[src/rtl/rtc_shift_pkg.sv]
package rtc_shift_pkg;

    // Sub-second counter and fraction field width (fixed by the word layout)
    localparam int SS_W      = 15;
    localparam int WORD_W    = 32;
    localparam int ADD1_POS  = 31;

    typedef struct packed {
        logic            add1;
        logic [SS_W-1:0] frac;
    } shift_req_t;

    typedef struct packed {
        logic [SS_W-1:0] ss;
        logic            carry;
    } dec_res_t;

    function automatic shift_req_t decode_word(input logic [WORD_W-1:0] w);
        shift_req_t r;
        r.add1 = w[ADD1_POS];
        r.frac = w[SS_W-1:0];
        return r;
    endfunction

    function automatic logic [SS_W-1:0] clamp_frac(input logic [SS_W-1:0] f,
                                                   input logic [SS_W-1:0] lim);
        return (f > lim) ? lim : f;
    endfunction

    function automatic dec_res_t step_down(input logic [SS_W-1:0] cur,
                                           input logic [SS_W-1:0] lim);
        dec_res_t d;
        if (cur == '0) begin
            d.ss    = lim;
            d.carry = 1'b1;
        end else begin
            d.ss    = cur - SS_W'(1);
            d.carry = 1'b0;
        end
        return d;
    endfunction

endpackage

[src/rtl/rtc_shift_port.sv]
module rtc_shift_port
    import rtc_shift_pkg::*;
(
    input  logic              clk,
    input  logic              rst,
    input  logic              wr_en,
    input  logic [WORD_W-1:0] wr_data,
    input  logic              tick,
    output logic              pend,
    output shift_req_t        req,
    output logic              accept,
    output logic              apply
);

    assign accept = wr_en & ~pend;
    assign apply  = tick & pend;

    always_ff @(posedge clk) begin
        if (rst) begin
            pend <= 1'b0;
            req  <= '0;
        end else begin
            if (accept) begin
                pend <= 1'b1;
                req  <= decode_word(wr_data);
            end else if (apply) begin
                pend <= 1'b0;
            end
        end
    end

    AST_WRITE_SETS_PEND: assert property (@(posedge clk) disable iff (rst)
        (wr_en && !pend) |=> pend);
    AST_PEND_WRITE_IGNORED: assert property (@(posedge clk) disable iff (rst)
        (pend && !tick) |=> (pend && $stable(req)));
    AST_PEND_CLEARS_ON_TICK: assert property (@(posedge clk) disable iff (rst)
        (pend && tick) |=> !pend);

endmodule

[src/rtl/rtc_subsec_core.sv]
module rtc_subsec_core
    import rtc_shift_pkg::*;
#(
    parameter int SEC_W = 17
) (
    input  logic             clk,
    input  logic             rst,
    input  logic             tick,
    input  logic             apply,
    input  shift_req_t       req,
    input  logic [SS_W-1:0]  prediv_s,
    output logic [SS_W-1:0]  ss_q,
    output logic [SEC_W-1:0] sec_q
);

    localparam int SUM_W = SS_W + 1;

    dec_res_t         dec;
    logic [SS_W-1:0]  frac_eff;
    logic [SUM_W-1:0] sum;
    logic [SUM_W-1:0] span;
    logic             wrap;
    logic [SS_W-1:0]  ss_n;
    logic [SEC_W-1:0] sec_n;

    always_comb begin
        dec      = step_down(ss_q, prediv_s);
        frac_eff = clamp_frac(req.frac, prediv_s);
        sum      = {1'b0, dec.ss} + {1'b0, frac_eff};
        span     = {1'b0, prediv_s} + SUM_W'(1);
        wrap     = apply && (sum > {1'b0, prediv_s});
        sec_n    = sec_q + SEC_W'(dec.carry);
        if (apply) begin
            ss_n  = wrap ? SS_W'(sum - span) : sum[SS_W-1:0];
            sec_n = sec_n + SEC_W'(req.add1) - SEC_W'(wrap);
        end else begin
            ss_n  = dec.ss;
        end
    end

    always_ff @(posedge clk) begin
        if (rst) begin
            ss_q  <= prediv_s;
            sec_q <= '0;
        end else if (tick) begin
            ss_q  <= ss_n;
            sec_q <= sec_n;
        end
    end

    AST_SS_IN_RANGE: assert property (@(posedge clk) disable iff (rst)
        ss_q <= prediv_s);
    AST_HOLD_WITHOUT_TICK: assert property (@(posedge clk) disable iff (rst)
        !tick |=> ($stable(ss_q) && $stable(sec_q)));

endmodule

[src/rtl/rtc_shadow_unit.sv]
module rtc_shadow_unit
    import rtc_shift_pkg::*;
#(
    parameter int SEC_W = 17
) (
    input  logic             clk,
    input  logic             rst,
    input  logic             tick,
    input  logic             apply,
    input  logic             accept,
    input  logic [SS_W-1:0]  ss_live,
    input  logic [SEC_W-1:0] sec_live,
    output logic [SS_W-1:0]  sh_ss,
    output logic [SEC_W-1:0] sh_sec,
    output logic             sync
);

    logic refresh;
    assign refresh = tick & ~apply;

    always_ff @(posedge clk) begin
        if (rst) begin
            sh_ss  <= '0;
            sh_sec <= '0;
            sync   <= 1'b0;
        end else begin
            if (refresh) begin
                sh_ss  <= ss_live;
                sh_sec <= sec_live;
            end
            if (accept)       sync <= 1'b0;
            else if (refresh) sync <= 1'b1;
        end
    end

    AST_ACCEPT_CLEARS_SYNC: assert property (@(posedge clk) disable iff (rst)
        accept |=> !sync);
    AST_APPLY_KEEPS_SHADOW: assert property (@(posedge clk) disable iff (rst)
        apply |=> ($stable(sh_ss) && $stable(sh_sec) && !sync));

endmodule

[src/rtl/rtc_shift_timebase.sv]
module rtc_shift_timebase
    import rtc_shift_pkg::*;
#(
    parameter int SEC_W = 17
) (
    input  logic             clk,
    input  logic             rst,
    input  logic             wr_en,
    input  logic [31:0]      wr_data,
    input  logic             tick,
    input  logic [14:0]      prediv_s,
    output logic [14:0]      ss_cnt,
    output logic [SEC_W-1:0] sec_cnt,
    output logic [14:0]      shadow_ss,
    output logic [SEC_W-1:0] shadow_sec,
    output logic             shift_pend,
    output logic             shadow_sync
);

    shift_req_t req;
    logic       accept;
    logic       apply;

    rtc_shift_port u_port (
        .clk     (clk),
        .rst     (rst),
        .wr_en   (wr_en),
        .wr_data (wr_data),
        .tick    (tick),
        .pend    (shift_pend),
        .req     (req),
        .accept  (accept),
        .apply   (apply)
    );

    rtc_subsec_core #(.SEC_W(SEC_W)) u_core (
        .clk      (clk),
        .rst      (rst),
        .tick     (tick),
        .apply    (apply),
        .req      (req),
        .prediv_s (prediv_s),
        .ss_q     (ss_cnt),
        .sec_q    (sec_cnt)
    );

    rtc_shadow_unit #(.SEC_W(SEC_W)) u_shadow (
        .clk      (clk),
        .rst      (rst),
        .tick     (tick),
        .apply    (apply),
        .accept   (accept),
        .ss_live  (ss_cnt),
        .sec_live (sec_cnt),
        .sh_ss    (shadow_ss),
        .sh_sec   (shadow_sec),
        .sync     (shadow_sync)
    );

    AST_REFRESH_SETS_SYNC: assert property (@(posedge clk) disable iff (rst)
        (tick && !shift_pend && !wr_en) |=> shadow_sync);

endmodule

[config.mk]
export PLATFORM = sky130hd
export DESIGN_NAME = rtc_shift_timebase
export DESIGN_NICKNAME = d
export VERILOG_FILES = /design/src/rtl/rtc_shift_pkg.sv /design/src/rtl/rtc_shift_port.sv /design/src/rtl/rtc_subsec_core.sv /design/src/rtl/rtc_shadow_unit.sv /design/src/rtl/rtc_shift_timebase.sv
export SDC_FILE = /design/constraint.sdc
export NUM_CORES = 1
export LEC_CHECK = 0
export ABC_AREA = 1
export BUFFER_PORTS_ARGS = -buffer_cell sky130_fd_sc_hd__clkbuf_2
export CORE_MARGIN = 4
export CORE_UTILIZATION = 55
export DETAILED_ROUTE_END_ITERATION = 10
export PLACE_DENSITY = 0.78
export SYNTH_ARGS = -nofsm -noshare
export SYNTH_HDL_FRONTEND = slang
export SYNTH_SLANG_ARGS = --single-unit
[constraint.sdc]
create_clock -name clk -period 13.5 [get_ports clk]
set_clock_uncertainty 0.2 [all_clocks]
set_input_delay 0 -clock clk [delete_from_list [all_inputs] [get_ports clk]]
set_output_delay 0 -clock clk [all_outputs]
set_load 0.03 [all_outputs]
==> impl_metrics.env <==
export IMPL_startpoint_type="input pin"
export IMPL_dp_cells=1306
export IMPL_cp_end_kind="flip-flop"
export IMPL_die_y_um=121
export IMPL_worstSkewPairLatency_ps=360
export IMPL_first_pass_iters=5
export IMPL_final_cells=1355
export IMPL_cts_path_max_buffers=2
export IMPL_yosysSeqAreaShare=0.256
export IMPL_io_pins=117
export IMPL_drive_above_1_share=0.130
export IMPL_wire_per_inst_um=14.9
export IMPL_io_buffers=100
export IMPL_cp_arrival_ps=8180
export IMPL_place_gp_congestion=0.956
export IMPL_min_period_ps=8130
export IMPL_slowest_stage="dlygate4sd3_1"
export IMPL_crit_top_cell="nand2_1"
export IMPL_layout_commonest_cell="nand2_1"
export IMPL_fin_setup_tns_ps=0
export IMPL_cp_data_required_time_ps=13550
export IMPL_antenna_found_initial=0
export IMPL_relSlewSlack=0.473
export IMPL_cts_buffers=9
export IMPL_synth_area_per_cell_um2=6.57
export IMPL_rsz0062_at_grt="no"
export IMPL_worst_path_largest_cell_delay_ps=550
export IMPL_worst_pin_slew_ps=788
export IMPL_p_leak_nw=4.22
export IMPL_slew_viol_final=0
export IMPL_cts_repair_resized=0
export IMPL_fp_dieW_um=121
export IMPL_reg2reg_slack_ps=5450
export IMPL_gr_usage_all_layers=0.283
export IMPL_antenna_cells=0
export IMPL_cts_root_buf="clkbuf_16"
export IMPL_ir_worst_vdd_uv=71.4
export IMPL_maxCapViolCount=0
export IMPL_synth_top_flop_cell="dfxtp_1"
export IMPL_fin_nets=1302
export IMPL_vias=7231
export IMPL_async_flop_share=0
export IMPL_criticalPathCategory="input pin to flip-flop"
export IMPL_setup_ws_ps=5370
export IMPL_yosysWarningCount=0
export IMPL_setup_viol_count_final=0
export IMPL_grt_pass1_vias=6923
export IMPL_holdPathEnd="u_core.sec_q[11]"
export IMPL_synth_edff_count=15
export IMPL_syn_area_um2=7000
export IMPL_hold_start="rst"
export IMPL_r2r_end="u_core.sec_q[16]"
export IMPL_syn_nets=1186
export IMPL_clk_pin_slew_ps=60
export IMPL_pre_cts_ws_ps=5590
export IMPL_core_um2=12200
export IMPL_hold_slack_ps=123
export IMPL_post_route_period_util=0.602
export IMPL_routed_via_density=5.34
export IMPL_initial_core_util=0.573
export IMPL_layout_common_cells="220 x nand2_1, 141 x inv_1, 115 x nor2_1, 105 x o21ai_0, 100 x clkbuf_2"
export IMPL_antenna_left=0
export IMPL_fmax_mhz=123
export IMPL_rows=40
export IMPL_gr_total_overflow=0
export IMPL_drcViolationCount=0
export IMPL_drt_total_wl_mm=20.2
export IMPL_syn_to_final_growth_pct=17.9
export IMPL_cts_max_level=3
export IMPL_outcome="finished, final reports clean"
export IMPL_p_per_area_nw_per_um2=141
export IMPL_grt_first_pass_wirelength_mm=33.2
export IMPL_drtIter0Drc=545
export IMPL_cp_startpoint="prediv_s[6]"
export IMPL_die_area_um2=14600
export IMPL_rr_startpoint="u_port.req[6]"
export IMPL_synth_cells=1066
export IMPL_min_path_cells=2
export IMPL_clock_sinks=82
export IMPL_power_mw=1.17
export IMPL_hold_viol=0
export IMPL_synth_cell_types=50
export IMPL_grt_max_degree=69
export IMPL_hold_class="input pin to flip-flop"
export IMPL_path_max_fanout=30
export IMPL_fillers=1135
export IMPL_synth_seq_cells=82
export IMPL_dp_hpwl_mm=15.1
export IMPL_reg2regPathDepth=46
export IMPL_cts_tree="done"
==> kinds of logic (layout without fill, tap and decap cells) <==
kind of cell | Yosys count | in the layout | share of synthesized area
AND/OR/NAND/NOR | 448 | 448 | 0.274
flip-flops | 82 | 82 | 0.256
AO/OA/AOI/OAI | 239 | 239 | 0.186
buffers and inverters | 183 | 304 | 0.0999
adder cells (fa/ha/maj) | 69 | 69 | 0.127
XOR/XNOR | 45 | 45 | 0.0574
==> stage by stage <==
step                instance area (um2)  utilization
global route                       8260        0.676
CTS                                8260        0.676
finish                             8260        0.676
floorplan                          7000            -
detailed placement                 7620        0.624
global placement                   7620        0.624
==> repair_timing <==
item,4_1_cts,5_1_grt
setup buffers,0,0
hold endpoints to repair,42,0
hold buffers,33,0
==> how the worst max path moves through the flow <==
stage,end,slack (ps),cells after the start
after floorplan,u_core.sec_q[16],7290,45
after global placement,u_core.sec_q[16],5650,47
after detailed placement,u_core.sec_q[16],5590,46
after CTS,u_core.sec_q[16],5530,49
after global routing,u_core.sec_q[16],4590,51
final,u_core.sec_q[16],5370,49
==> area by class of cell <==
type,count,area (um2),area share
Tap cell,168,210,0.0255
Multi-Input combinational cell,801,4520,0.547
Sequential cell,82,1790,0.217
Clock buffer,10,250,0.0303
Clock inverter,6,55.1,0.00667
Timing Repair Buffer,138,868,0.105
Inverter,150,563,0.0682
==> metal layers <==
layer,part of all wire,GRT usage
met5,0,0
met2,0.50,0.507
met1,0.43,0.342
met4,0.026,0.0970
met3,0.039,0.0449
==> worst max-delay path: cells and delay by family <==
family	cells	cell delay (ps)
xor+xnor	1	140
simple gates	28	3740
buf+inv	9	1220
compound gates	4	770
fa+ha+maj	7	2280
==> cells in the mapped netlist, types with 14 or more instances <==
cell      count  area share
ha_1         66        0.12
nand2_1     220        0.12
nor3_1       14       0.010
nand3_1      64       0.046
clkbuf_1     29       0.016
nor2_1      116       0.062
o21ai_0     105       0.075
inv_1       142       0.076
edfxtp_1     15       0.064
a21oi_1      86       0.061
dfxtp_1      67        0.19
xor2_1       34       0.043
==> state kept, by name, summed over array words and instances, names as in the netlist <==
register	count
u_core.sec_q	17
u_shadow.sync	1
u_port.req	16
u_port.pend	1
u_core.ss_q	15
u_shadow.sh_sec	17
u_shadow.sh_ss	15
==> where the power goes <==
| part | internal (mW) | switching (mW) | total [mW] |
|---|---|---|---|
| combinational | 0.216 | 0.393 | 0.609 |
| clock | 0.140 | 0.116 | 0.256 |
| sequential | 0.276 | 0.0249 | 0.301 |
(Power assumes the default switching activity.)
